### config.mk
export PLATFORM = sky130hd
export DESIGN_NAME = vl_offset_gen
export DESIGN_NICKNAME = d
export VERILOG_FILES = /design/src/rtl/vlo_pkg.sv /design/src/rtl/vlo_step_calc.sv /design/src/rtl/vlo_latency_calc.sv /design/src/rtl/vlo_lane_walker.sv /design/src/rtl/vl_offset_gen.sv
export SDC_FILE = /design/constraint.sdc
export NUM_CORES = 2
export LEC_CHECK = 0
export BUFFER_PORTS_ARGS = -buffer_cell sky130_fd_sc_hd__clkbuf_2
export CAP_MARGIN = 20
export CORE_MARGIN = 2
export CORE_UTILIZATION = 55
export CTS_CLUSTER_DIAMETER = 100
export CTS_CLUSTER_SIZE = 20
export DETAILED_ROUTE_END_ITERATION = 6
export PLACE_DENSITY = 0.73
export SYNTH_ARGS = -nofsm -noshare
export SYNTH_HDL_FRONTEND = slang
export SYNTH_SLANG_ARGS = --single-unit
export TNS_END_PERCENT = 1
### constraint.sdc
create_clock -name clk -period 24 [get_ports clk]
set_input_delay 1.2 -clock clk [delete_from_list [all_inputs] [get_ports clk]]
set_output_delay 1.2 -clock clk [all_outputs]
set_load 0.05 [all_outputs]
### src/rtl/vlo_pkg.sv
package vlo_pkg;
  localparam int UI_W      = 32;
  localparam int UI_FRAC   = 28;
  localparam int OUT_FRAC  = 16;
  localparam int DROP_BITS = UI_FRAC - OUT_FRAC;
  localparam int KMAX_W    = 7;
  localparam int STEP_W    = UI_W + KMAX_W;

  typedef enum logic [1:0] {
    FEC_NONE = 2'b00,
    FEC_KR   = 2'b01,
    FEC_KP   = 2'b10,
    FEC_LL   = 2'b11
  } fec_mode_e;

  // Block multiplier chosen by the FEC mode
  function automatic logic [KMAX_W-1:0] block_mult(input logic [1:0] fec);
    case (fec_mode_e'(fec))
      FEC_KR:  return 7'd66;
      FEC_KP:  return 7'd68;
      FEC_LL:  return 7'd68;
      default: return 7'd1;
    endcase
  endfunction

  // Low index bits that must be zero at a group boundary
  function automatic logic [1:0] group_mask(input logic [1:0] pl_code);
    case (pl_code)
      2'b00:   return 2'b00;
      2'b01:   return 2'b01;
      default: return 2'b11;
    endcase
  endfunction
endpackage

### src/rtl/vlo_step_calc.sv
module vlo_step_calc
  import vlo_pkg::*;
(
  input  logic [UI_W-1:0]   ui,
  input  logic [1:0]        fec,
  output logic [STEP_W-1:0] step
);
  logic [STEP_W-1:0] ui_ext;
  assign ui_ext = {{KMAX_W{1'b0}}, ui};

  // K * UI built from shifts: 66 = 64 + 2, 68 = 64 + 4
  always_comb begin
    case (fec_mode_e'(fec))
      FEC_KR:  step = (ui_ext << 6) + (ui_ext << 1);
      FEC_KP,
      FEC_LL:  step = (ui_ext << 6) + (ui_ext << 2);
      default: step = ui_ext;
    endcase
  end
endmodule

### src/rtl/vlo_latency_calc.sv
module vlo_latency_calc
  import vlo_pkg::*;
#(
  parameter int PMA_W = 16,
  parameter int EXT_W = 31
) (
  input  logic [UI_W-1:0]  ui,
  input  logic [PMA_W-1:0] pma_ui,
  input  logic [EXT_W-1:0] ext_delay,
  output logic [EXT_W:0]   word
);
  localparam int PROD_W = UI_W + PMA_W;

  logic [PROD_W-1:0] prod;
  logic [PROD_W-1:0] prod_ns;
  logic [EXT_W-1:0]  sum;

  assign prod    = {{PMA_W{1'b0}}, ui} * {{UI_W{1'b0}}, pma_ui};
  assign prod_ns = prod >> DROP_BITS;
  assign sum     = prod_ns[EXT_W-1:0] + ext_delay;
  assign word    = {1'b0, sum};
endmodule

### src/rtl/vlo_lane_walker.sv
module vlo_lane_walker
  import vlo_pkg::*;
#(
  parameter int MAX_VL = 20,
  parameter int IDX_W  = 5,
  parameter int OFS_W  = 32
) (
  input  logic              clk,
  input  logic              rst_n,
  input  logic              start,
  input  logic              skip,
  input  logic [IDX_W-1:0]  n_lanes,
  input  logic [1:0]        grp_mask,
  input  logic [STEP_W-1:0] step,
  output logic              accept,
  output logic              running,
  output logic [IDX_W-1:0]  idx,
  output logic [OFS_W-1:0]  offset,
  output logic              done,
  output logic              group_adv,
  output logic              at_last
);
  localparam int ACC_W = STEP_W + IDX_W;

  logic [ACC_W-1:0]  acc;
  logic [STEP_W-1:0] step_q;
  logic [1:0]        mask_q;
  logic [IDX_W-1:0]  last_q;
  logic [IDX_W-1:0]  idx_nxt;
  logic              skip_w;

  assign accept    = start && !running;
  assign skip_w    = skip || (n_lanes == '0);
  assign idx_nxt   = idx + 1'b1;
  assign at_last   = running && (idx == last_q);
  assign group_adv = running && !at_last && ((idx_nxt[1:0] & mask_q) == 2'b00);
  assign offset    = acc[DROP_BITS +: OFS_W];

  always_ff @(posedge clk) begin
    if (!rst_n) begin
      running <= 1'b0;
      idx     <= '0;
      acc     <= '0;
      step_q  <= '0;
      mask_q  <= '0;
      last_q  <= '0;
      done    <= 1'b0;
    end else begin
      done <= 1'b0;
      if (accept) begin
        idx     <= '0;
        acc     <= '0;
        step_q  <= step;
        mask_q  <= grp_mask;
        last_q  <= n_lanes - 1'b1;
        running <= !skip_w;
        done    <= skip_w;
      end else if (running) begin
        if (at_last) begin
          running <= 1'b0;
          done    <= 1'b1;
        end else begin
          idx <= idx_nxt;
          if (group_adv) acc <= acc + {{IDX_W{1'b0}}, step_q};
        end
      end
    end
  end
endmodule

### src/rtl/vl_offset_gen.sv
module vl_offset_gen
  import vlo_pkg::*;
#(
  parameter int MAX_VL = 20,
  parameter int IDX_W  = $clog2(MAX_VL + 1),
  parameter int PMA_W  = 16,
  parameter int EXT_W  = 31
) (
  input  logic             clk,
  input  logic             rst_n,
  input  logic             start,
  input  logic             disable_vl,
  input  logic [IDX_W-1:0] vl_count,
  input  logic [1:0]       pl_sel,
  input  logic [1:0]       fec_sel,
  input  logic [UI_W-1:0]  ui_val,
  input  logic [PMA_W-1:0] pma_delay_ui,
  input  logic [EXT_W-1:0] ext_phy_delay,
  output logic             ofs_valid,
  output logic [IDX_W-1:0] ofs_index,
  output logic [31:0]      ofs_value,
  output logic             lat_valid,
  output logic [EXT_W:0]   lat_word,
  output logic             done
);
  localparam logic [IDX_W-1:0] MAX_CNT = IDX_W'(MAX_VL);

  logic [STEP_W-1:0] step_w;
  logic [EXT_W:0]    lat_calc;
  logic [IDX_W-1:0]  n_eff;
  logic              w_accept;
  logic              w_group_adv;
  logic              w_last;

  assign n_eff = (vl_count > MAX_CNT) ? MAX_CNT : vl_count;

  vlo_step_calc u_step (
    .ui  (ui_val),
    .fec (fec_sel),
    .step(step_w)
  );

  vlo_latency_calc #(.PMA_W(PMA_W), .EXT_W(EXT_W)) u_lat (
    .ui       (ui_val),
    .pma_ui   (pma_delay_ui),
    .ext_delay(ext_phy_delay),
    .word     (lat_calc)
  );

  vlo_lane_walker #(.MAX_VL(MAX_VL), .IDX_W(IDX_W), .OFS_W(32)) u_walk (
    .clk      (clk),
    .rst_n    (rst_n),
    .start    (start),
    .skip     (disable_vl),
    .n_lanes  (n_eff),
    .grp_mask (group_mask(pl_sel)),
    .step     (step_w),
    .accept   (w_accept),
    .running  (ofs_valid),
    .idx      (ofs_index),
    .offset   (ofs_value),
    .done     (done),
    .group_adv(w_group_adv),
    .at_last  (w_last)
  );

  always_ff @(posedge clk) begin
    if (!rst_n) begin
      lat_valid <= 1'b0;
      lat_word  <= '0;
    end else begin
      lat_valid <= w_accept;
      if (w_accept) lat_word <= lat_calc;
    end
  end
endmodule

==> results.yml <==
status:
  status: "finished, final reports clean"
logic_synthesis:
  syn_nets: 3687
  synth_edf_count: 0
  ys_seq_area_frac: 0.104
  ys_async_sr_fraction: 0
  post_synth_num_cell_types: 82
  synthFlopType: "dfxtp_1"
  yosysWarnings: 0
  syn_area_um2: 24900
  syn_inst: 2991
  postSynthAreaPerCell_um2: 8.33
  yosysTopAreaCell: "fa_1"
  yosysTopAreaCellShare: 0.331
  yosys-top-cells-area: "fa_1, dfxtp_1, ha_1, nand2_1, inv_1"
  ys_ff_latch: 129
sta:
  hold_viol: 0
  finClkSkew_ps: 15.8
  min_period_ps: 9850
  fin_crit_sh: 0.410
  slew_violations: 0
  max_slew_margin: 0.305
  finalSetupTns_ps: 0
  setup_viol: 0
  worst_slew_pin_slew_ps: 1040
  grt_setup_unrepaired: "no"
  fmax_mhz: 102
clocking:
  cts_root_buffer: "clkbuf_16"
  cts_tree: "done"
  h-tree-depth: 4
  clk_pin_slew_ps: 60
  post_cts_buffers: 0
  hold_buffers: 0
  cts_resized: 0
  cts-buffers-inserted: 17
  max-clock-path-buffers: 2
  clock-sinks: 129
  clk_latency_ps: 440
job:
  drv_cap: 0
die:
  core-area_um2: 44500
  rows: 77
  initial_core_util: 0.560
  ios: 164
  die_x_um: 217
  die_y_um: 217
  die_area_um2: 47000
routing:
  via_per_inst: 5.73
  drc: 0
  drt-wirelength-per-cell_um: 19.3
  num_vias: 20643
  wl_mm: 69.5
  ant_nets: 0
  drtIter0Drc: 1416
  first_pass_iters: 5
grt:
  grt_use_total: 0.309
  antenna_found_initial: 1
  grt_overflow: 0
  grt_max_degree: 93
  grt_pass1_vias: 21849
  grt_pass1_wl_mm: 115
critical_path:
  required_ps: 24340
  worstPathMaxFanout: 32
  cp-start-kind: "input pin"
  crit_slowest_cell: "fa_1"
  worstSetupPathType: "input pin to flip-flop"
  critPathArrivalTime_ps: 10190
  path_common_cell: "fa_1"
  crit_path_end_kind: "flip-flop"
  cpPeakStageDelay_ps: 550
min_path:
  hold_path_class: "flip-flop to flip-flop"
layout:
  antennaDiodeCount: 0
  syn_to_final_growth_pct: 6.17
  final_layout_size_suffix_gt1_frac: 0.0876
  final_common_cell: "nand2_1"
  multi_input_area_um2: 19700
  seq_area_um2: 2580
  fin_nets: 3697
  final_cell_mix: "nand2_1, inv_1, fa_1, ha_1, and2_1"
  final.fill_count: 3973
place:
  port_buffers: 162
  gp_congestion: 0.962
  dp_hpwl_mm: 52.6
[layer usage]
metal,up-vias,part of all wire,track usage,wire length (um)
met5,-,0.00016,0,11
met4,2,0.030,0.0941,2110
met3,168,0.078,0.0552,5450
met1,10235,0.41,0.403,28600
met2,822,0.48,0.524,33300
li1,9416,-,-,-
[stage by stage]
step                      setup WS, ps  hold slack (ps)  std cells  utilization  cell area [um^2]
after floorplan                  14710              429       2991            -             24900
after global placement           13960              440       3573        0.579             25800
after detailed placement         13770              450       3574        0.579             25800
after CTS                        14210              457       3605        0.594             26500
after global routing             13700              482       3605        0.594             26500
final                            14150              458       3605        0.594             26500
[logic make-up (layout without fill, tap and decap cells)]
| group | after synthesis | in the layout | share of synthesized area |
|---|---|---|---|
| mux | 35 | 35 | 0.0154 |
| buf+inv | 676 | 698 | 0.107 |
| compound gates | 488 | 488 | 0.129 |
| fa+ha+maj | 604 | 604 | 0.427 |
| xor+xnor | 125 | 125 | 0.0445 |
| other cells | 1 | 1 | 0.000150 |
| simple gates | 933 | 933 | 0.173 |
| flops | 129 | 129 | 0.104 |
[flip-flops by register name (all words and copies together) (netlist names)]
| name | cells |
|---|---|
| u_walk.done | 1 |
| u_walk.running | 1 |
| u_walk.last_q | 5 |
| lat_valid | 1 |
| lat_word | 31 |
| u_walk.mask_q | 2 |
| u_walk.step_q | 39 |
| u_walk.acc | 44 |
| u_walk.idx | 5 |
[critical path, delay by kind of cell]
family	cells	cell delay [ps]
adders and majority gates	8	3820
AOI/OAI and AO/OA	14	2810
and+or+nand+nor	5	900
xor gates and xnor gates	2	760
buffers and inverters	5	670
[synthesized netlist by cell type, drive strengths merged, types with 4 or more instances]
cell type,n
a211oi,22
and4,5
o22ai,4
nor3b,4
nor2,95
nand2b,13
clkbuf,137
and3,15
a32oi,4
a21o,61
nand3b,10
and2,180
a221oi,4
or3,5
a21oi,151
nor3,35
mux2,26
nand3,30
o211ai,13
o21ai,116
nor4,4
mux2i,9
dfxtp,129
nand4,10
xor2,59
ha,192
xnor2,65
buf,46
a31oi,9
o21bai,13
nor2b,10
o21a,21
fa,412
o311ai,4
inv,493
a22o,15
o31ai,7
a2111oi,6
nand2,503
a211o,6
or2,6
[cell type report]
cell class                 instances  area share
multi-input combinational       2186       0.745
tap                              592      0.0280
clock buffer                      19      0.0171
inverter                         493      0.0699
timing repair buffer             174      0.0340
sequential                       129      0.0976
clock inverter                    12     0.00856
[worst paths after layout]
check        depth (start not counted)  slack (ps)             end        startpoint
max reg2reg                         13       20520  u_walk.acc[38]  u_walk.step_q[0]
min                                  2         460  u_walk.acc[11]    u_walk.acc[11]
min reg2reg                          2         460  u_walk.acc[11]    u_walk.acc[11]
max                                 34       14150    lat_word[30]   pma_delay_ui[6]
Power is not shown: default switching activity piles up to over one toggle a cycle in this logic, so the estimate is an artifact.
